==> src/rtl/linkTmrPkg.sv <==
package linkTmrPkg;
  // Register select values on regAddr
  localparam logic SEL_TIMEOUT = 1'b0;
  localparam logic SEL_RATIO   = 1'b1;

  // Strobes from control to datapath
  typedef struct packed {
    logic ackLoad;
    logic ackStep;
    logic rplLoad;
    logic rplStep;
  } tmrCmd_t;
endpackage

==> src/rtl/linkTmrCounter.sv <==
module linkTmrCounter #(
  parameter int CNT_W = 16
) (
  input  logic             clk,
  input  logic             rstN,
  input  logic             load,
  input  logic             step,
  output logic [CNT_W-1:0] cnt
);
  always_ff @(posedge clk or negedge rstN) begin
    if (!rstN)     cnt <= '0;
    else if (load) cnt <= CNT_W'(1);
    else if (step) cnt <= cnt + CNT_W'(1);
  end
endmodule

==> src/rtl/linkTmrDatapath.sv <==
module linkTmrDatapath
  import linkTmrPkg::*;
#(
  parameter int REG_W     = 32,
  parameter int ACK_W     = 13,
  parameter int RPL_W     = 14,
  parameter int RATIO_W   = 8,
  parameter int ACK_RST   = 255,
  parameter int RPL_RST   = 711,
  parameter int RATIO_RST = 128
) (
  input  logic             clk,
  input  logic             rstN,
  input  logic             regWrEn,
  input  logic             regAddr,
  input  logic [REG_W-1:0] regWrData,
  input  tmrCmd_t          cmd,
  output logic             ackDone,
  output logic             rplDone
);
  localparam int FRAC    = RATIO_W - 1;
  localparam int PROD_W  = RPL_W + RATIO_W;
  localparam int CNT_W   = PROD_W + 1 - FRAC;
  localparam int ROUND   = (2 ** FRAC) - 1;
  localparam int ACK_LSB = 0;
  localparam int RPL_LSB = ACK_LSB + ACK_W;
  localparam int USED_W  = RPL_LSB + RPL_W;

  logic [ACK_W-1:0]   ackField;
  logic [RPL_W-1:0]   rplField;
  logic [RATIO_W-1:0] ratio;
  logic               unusedRsvd;

  assign unusedRsvd = &regWrData[REG_W-1:USED_W];

  always_ff @(posedge clk or negedge rstN) begin
    if (!rstN) begin
      ackField <= ACK_W'(ACK_RST);
      rplField <= RPL_W'(RPL_RST);
      ratio    <= RATIO_W'(RATIO_RST);
    end else if (regWrEn) begin
      if (regAddr == SEL_TIMEOUT) begin
        ackField <= regWrData[ACK_LSB +: ACK_W];
        rplField <= regWrData[RPL_LSB +: RPL_W];
      end else begin
        ratio <= regWrData[RATIO_W-1:0];
      end
    end
  end

  logic [RPL_W-1:0] fieldSel [2];
  logic [1:0]       loadVec, stepVec, doneVec;

  assign fieldSel[0] = RPL_W'(ackField);
  assign fieldSel[1] = rplField;
  assign loadVec     = {cmd.rplLoad, cmd.ackLoad};
  assign stepVec     = {cmd.rplStep, cmd.ackStep};

  for (genvar gi = 0; gi < 2; gi++) begin : gTimer
    logic [PROD_W-1:0] prod;
    logic [PROD_W:0]   rounded;
    logic [CNT_W-1:0]  limRaw, lim, cnt;

    // Ceiling of field * ratio / 2^FRAC, floored at one cycle
    assign prod    = PROD_W'(fieldSel[gi]) * PROD_W'(ratio);
    assign rounded = {1'b0, prod} + (PROD_W+1)'(ROUND);
    assign limRaw  = rounded[PROD_W:FRAC];
    assign lim     = (limRaw == '0) ? CNT_W'(1) : limRaw;

    linkTmrCounter #(.CNT_W(CNT_W)) u_cnt (
      .clk  (clk),
      .rstN (rstN),
      .load (loadVec[gi]),
      .step (stepVec[gi]),
      .cnt  (cnt)
    );

    assign doneVec[gi] = (cnt >= lim);
  end

  assign ackDone = doneVec[0];
  assign rplDone = doneVec[1];
endmodule

==> src/rtl/linkTmrCtrl.sv <==
module linkTmrCtrl
  import linkTmrPkg::*;
(
  input  logic    clk,
  input  logic    rstN,
  input  logic    pktRcvd,
  input  logic    ackSent,
  input  logic    pktSent,
  input  logic    ackRcvd,
  input  logic    outstanding,
  input  logic    ackDone,
  input  logic    rplDone,
  output tmrCmd_t cmd,
  output logic    forceAck,
  output logic    replayReq
);
  logic ackRun, rplRun;
  logic ackRunNext, rplRunNext, ackFire, rplFire;

  always_comb begin
    cmd        = '0;
    ackRunNext = ackRun;
    ackFire    = 1'b0;
    if (ackSent) begin
      ackRunNext = 1'b0;
    end else if (!ackRun && pktRcvd) begin
      cmd.ackLoad = 1'b1;
      ackRunNext  = 1'b1;
    end else if (ackRun && ackDone) begin
      ackRunNext = 1'b0;
      ackFire    = 1'b1;
    end else if (ackRun) begin
      cmd.ackStep = 1'b1;
    end

    rplRunNext = rplRun;
    rplFire    = 1'b0;
    if (!outstanding) begin
      rplRunNext = 1'b0;
    end else if (ackRcvd || (!rplRun && pktSent)) begin
      cmd.rplLoad = 1'b1;
      rplRunNext  = 1'b1;
    end else if (rplRun && rplDone) begin
      rplRunNext = 1'b0;
      rplFire    = 1'b1;
    end else if (rplRun) begin
      cmd.rplStep = 1'b1;
    end
  end

  always_ff @(posedge clk or negedge rstN) begin
    if (!rstN) begin
      ackRun    <= 1'b0;
      rplRun    <= 1'b0;
      forceAck  <= 1'b0;
      replayReq <= 1'b0;
    end else begin
      ackRun    <= ackRunNext;
      rplRun    <= rplRunNext;
      forceAck  <= ackFire;
      replayReq <= rplFire;
    end
  end
endmodule

==> src/rtl/linkAckReplayTimers.sv <==
module linkAckReplayTimers
  import linkTmrPkg::*;
#(
  parameter int REG_W     = 32,
  parameter int ACK_W     = 13,
  parameter int RPL_W     = 14,
  parameter int RATIO_W   = 8,
  parameter int ACK_RST   = 255,
  parameter int RPL_RST   = 711,
  parameter int RATIO_RST = 128
) (
  input  logic             clk,
  input  logic             rstN,
  input  logic             regWrEn,
  input  logic             regAddr,
  input  logic [REG_W-1:0] regWrData,
  input  logic             pktRcvd,
  input  logic             ackSent,
  input  logic             pktSent,
  input  logic             ackRcvd,
  input  logic             outstanding,
  output logic             forceAck,
  output logic             replayReq
);
  tmrCmd_t cmd;
  logic    ackDone, rplDone;

  linkTmrCtrl u_ctrl (
    .clk         (clk),
    .rstN        (rstN),
    .pktRcvd     (pktRcvd),
    .ackSent     (ackSent),
    .pktSent     (pktSent),
    .ackRcvd     (ackRcvd),
    .outstanding (outstanding),
    .ackDone     (ackDone),
    .rplDone     (rplDone),
    .cmd         (cmd),
    .forceAck    (forceAck),
    .replayReq   (replayReq)
  );

  linkTmrDatapath #(
    .REG_W     (REG_W),
    .ACK_W     (ACK_W),
    .RPL_W     (RPL_W),
    .RATIO_W   (RATIO_W),
    .ACK_RST   (ACK_RST),
    .RPL_RST   (RPL_RST),
    .RATIO_RST (RATIO_RST)
  ) u_dp (
    .clk       (clk),
    .rstN      (rstN),
    .regWrEn   (regWrEn),
    .regAddr   (regAddr),
    .regWrData (regWrData),
    .cmd       (cmd),
    .ackDone   (ackDone),
    .rplDone   (rplDone)
  );
endmodule

==> config.mk <==
export PLATFORM = sky130hd
export DESIGN_NAME = linkAckReplayTimers
export DESIGN_NICKNAME = d
export VERILOG_FILES = /design/src/rtl/linkTmrPkg.sv /design/src/rtl/linkTmrCounter.sv /design/src/rtl/linkTmrDatapath.sv /design/src/rtl/linkTmrCtrl.sv /design/src/rtl/linkAckReplayTimers.sv
export SDC_FILE = /design/constraint.sdc
export NUM_CORES = 1
export LEC_CHECK = 0
export ABC_AREA = 1
export BUFFER_PORTS_ARGS = -buffer_cell sky130_fd_sc_hd__buf_2
export CAP_MARGIN = 20
export CORE_ASPECT_RATIO = 0.5
export CORE_UTILIZATION = 40
export DETAILED_ROUTE_END_ITERATION = 6
export SYNTH_ARGS = -nofsm -noshare
export SYNTH_HDL_FRONTEND = slang
export SYNTH_SLANG_ARGS = --single-unit
==> constraint.sdc <==
create_clock -name clk -period 12.5 [get_ports clk]
set_clock_uncertainty 0.15 [all_clocks]
set_input_delay 2.5 -clock clk [delete_from_list [all_inputs] [get_ports clk]]
set_output_delay 2.5 -clock clk [all_outputs]
set_load 0.01 [all_outputs]
==> results.cfg <==
[critical_path]
critPathSlowestCell = dfstp_2
path_common_cell = nand2_1
worstPathMaxFanout = 28
crit_type = flip-flop to flip-flop
arrival_ps = 7970
crit_path_end_kind = flip-flop
critPathRequiredTime_ps = 12600
cp_slowest_stage_delay_ps = 940
startpoint_type = flip-flop

[final_layout]
fin_util_pct = 43.84
register_area_um2 = 1795
syn_to_final_growth_pct = 7.005
fin_nets = 2081
fill_cells = 3216
diodes = 0
multi_input_area_um2 = 8828
drive_above_1_share_pct = 7.640
fin_area_um2 = 13380

[sta]
fin_tns_setup_ps = 0
finalHoldViolCount = 0
max_freq_mhz = 127.0
rsz0062_at_grt = no
max_slew_margin_pct = 49.83
period_share_pct = 62.98
hold_slack_ps = 400.0
tightest_slew_ps = 746.8
worst_slack_ps = 4628
period_needed_ps = 7872
report.final.slew_viol_count = 0
setup_viol = 0

[yosys]
synthCells = 1776
synth_nets = 2082
synth-warning-count = 0
netlist_top_cells_count = nand2_1 (524), inv_1 (432), fa_1 (143), ha_1 (122), nor2_1 (80)
synth.area.mux_share_pct = 1.711
synth-compound-area-share_pct = 5.364
ys_seq_elements = 71
synth_top_cell_by_area = fa_1
ys.flop_type = dfrtp_1
synth_top_family_by_area = adder cells
synth_edf_count = 0
async_reset_ff_share_pct = 100.0
yosys.area_share.adder_pct = 35.11
synth-xor-area-share_pct = 2.522
synth.most_common_cell = nand2_1
ys_top_cells_by_area = fa_1 (23%), nand2_1 (16%), inv_1 (13%)
yosys.area_share.simple_pct = 25.91
syn_area_um2 = 12500
syn_avg_cell_area_um2 = 7.039
ys_seq_area_share_pct = 14.36
synth.top_cell.area_share_pct = 22.90
ys_types = 47

[clock_network]
cts_sinks = 71
cts_resized = 0
root_buffer = clkbuf_16
insertion_delay_ps = 370
cts_made_buffers = 9
cts_setup_buffers = 0
cts_tree = done
clk_pin_slew_ps = 60
clk_path_buf_depth = 2
htreeDepth = 3
holdBufCountCts = 0

[hold_path]
min_path_type = flip-flop to flip-flop

[global_routing]
grt_max_degree = 72
grt-ovfl-total = 0
grt_pass1_wl_um = 47420
grt_pass1_vias = 10320
antenna_found_initial = 0
grt_util_all_layers_pct = 18.07

[die]
start_util_pct = 40.97
dieArea_um2 = 32010
coreArea_um2 = 30520
rows = 45
io_pins = 43
die_y_um = 127.0
die_x_um = 252.0

[drt]
first_iter_violations = 543
wire_per_inst_um = 12.03
ant_nets = 0
routed_wl_um = 26510
vias = 10170
dr.pass1.iters = 5
vias_per_cell = 4.616
drc_errors = 0

[placement]
gp_congestion = 0.8608
numPortBuffers = 37
hpwlAfterDp_um = 21510
post-place-ws_ps = 4656
postPlaceCellArea_um2 = 13050

[flow_run]
cap_viol_max_count = 0

[pwr]
pwr-share-comb_pct = 83.1
p_clk_share_pct = 7.5
vdd_drop_max_mv = 0.1305
seq_power_share_pct = 9.4
power.density_nw_per_um2 = 268.0
p_leak_nw = 8.107
swShare_pct = 57.66
switching_power_mw = 2.067
p_int_mw = 1.518

[status]
status = finished clean
==> registers in the layout, summed over array words and instances, names as in the netlist <==
| signal | count |
|---|---|
| u_ctrl.ackRun | 1 |
| u_ctrl.forceAck | 1 |
| u_dp.ackField | 13 |
| u_dp.ratio | 8 |
| u_dp.rplField | 14 |
| u_ctrl.replayReq | 1 |
| u_ctrl.rplRun | 1 |
| u_dp.gTimer.u_cnt.cnt | 32 |
==> worst max-delay path: cells and delay by family (launching register included) <==
family	cells	cell delay, ps
buf+inv	3	490
flops	1	940
compound gates	4	630
simple gates	19	2610
fa+ha+maj	6	2700
xor+xnor	1	220
==> final timing paths <==
path	depth (start not counted)	slack [ps]	to	start
max in group asynchronous	2	9780	u_dp.rplField[7]$_DFFE_PN1P_	rstN
worst max-delay path	33	4630	u_dp.gTimer[1].u_cnt.cnt[4]$_DFFE_PN0P_	u_dp.ratio[7]$_DFFE_PN1P_
worst min-delay path	2	400	u_ctrl.forceAck$_DFF_PN0_	u_ctrl.ackRun$_DFFE_PN0P_
worst min register to register	2	400	u_ctrl.forceAck$_DFF_PN0_	u_ctrl.ackRun$_DFFE_PN0P_
min in group asynchronous	1	1810	u_dp.gTimer[1].u_cnt.cnt[6]$_DFFE_PN0P_	rstN
worst max register to register	33	4630	u_dp.gTimer[1].u_cnt.cnt[4]$_DFFE_PN0P_	u_dp.ratio[7]$_DFFE_PN1P_
==> stage by stage <==
step                power, mW  instances
CTS                     3.641       2202
global route            4.177       2203
finish                  3.586       2203
floorplan               2.751       1776
global placement        3.316       2186
detailed placement      3.343       2186
==> power by group through the flow <==
| stage | Clock (mW) | Sequential, mW | Combinational, mW |
|---|---|---|---|
| after detailed placement | 0 | 0.340 | 3.00 |
| after global routing | 0.290 | 0.344 | 3.54 |
| final | 0.269 | 0.337 | 2.98 |
| after floorplan | 0 | 0.288 | 2.46 |
| after CTS | 0.280 | 0.336 | 3.02 |
| after global placement | 0 | 0.341 | 2.98 |
==> routing by layer <==
layer | share of wire [%] | routed length (um) | global-route usage, %
met2 | 47 | 12390 | 30.79
met5 | 0 | 0 | 0
met4 | 1.1 | 282 | 4.135
met3 | 2.6 | 681 | 3.280
met1 | 50 | 13160 | 23.94
==> cells by family (layout without fill, tap and decap cells) <==
group,Yosys count,in the layout
and+or+nand+nor,767,767
xor gates and xnor gates,36,36
adders and majority gates,265,265
DFF,71,71
muxes,19,19
AOI/OAI and AO/OA,121,121
buffers and inverters,497,501
==> layout make-up <==
cell class                 instances  area share [%]
timing repair buffer              47           2.114
inverter                         438           12.29
clock inverter                     6          0.5144
sequential                        71           13.42
clock buffer                      10           1.712
tap                              423           3.956
multi-input combinational       1208           65.99
==> layout by cell type (no fill, tap or decap), types with 10 or more instances in the layout <==
cell,count
a21oi_1,38
buf_2,36
buf_4,10
dfrtp_1,56
dfstp_2,15
fa_1,143
ha_1,122
inv_1,432
mux2_2,19
nand2_1,524
nand2_2,13
nand3_1,78
nand4_1,18
nor2_1,80
nor3_1,16
o21ai_0,57
xor2_1,28
(Power assumes the default switching activity.)
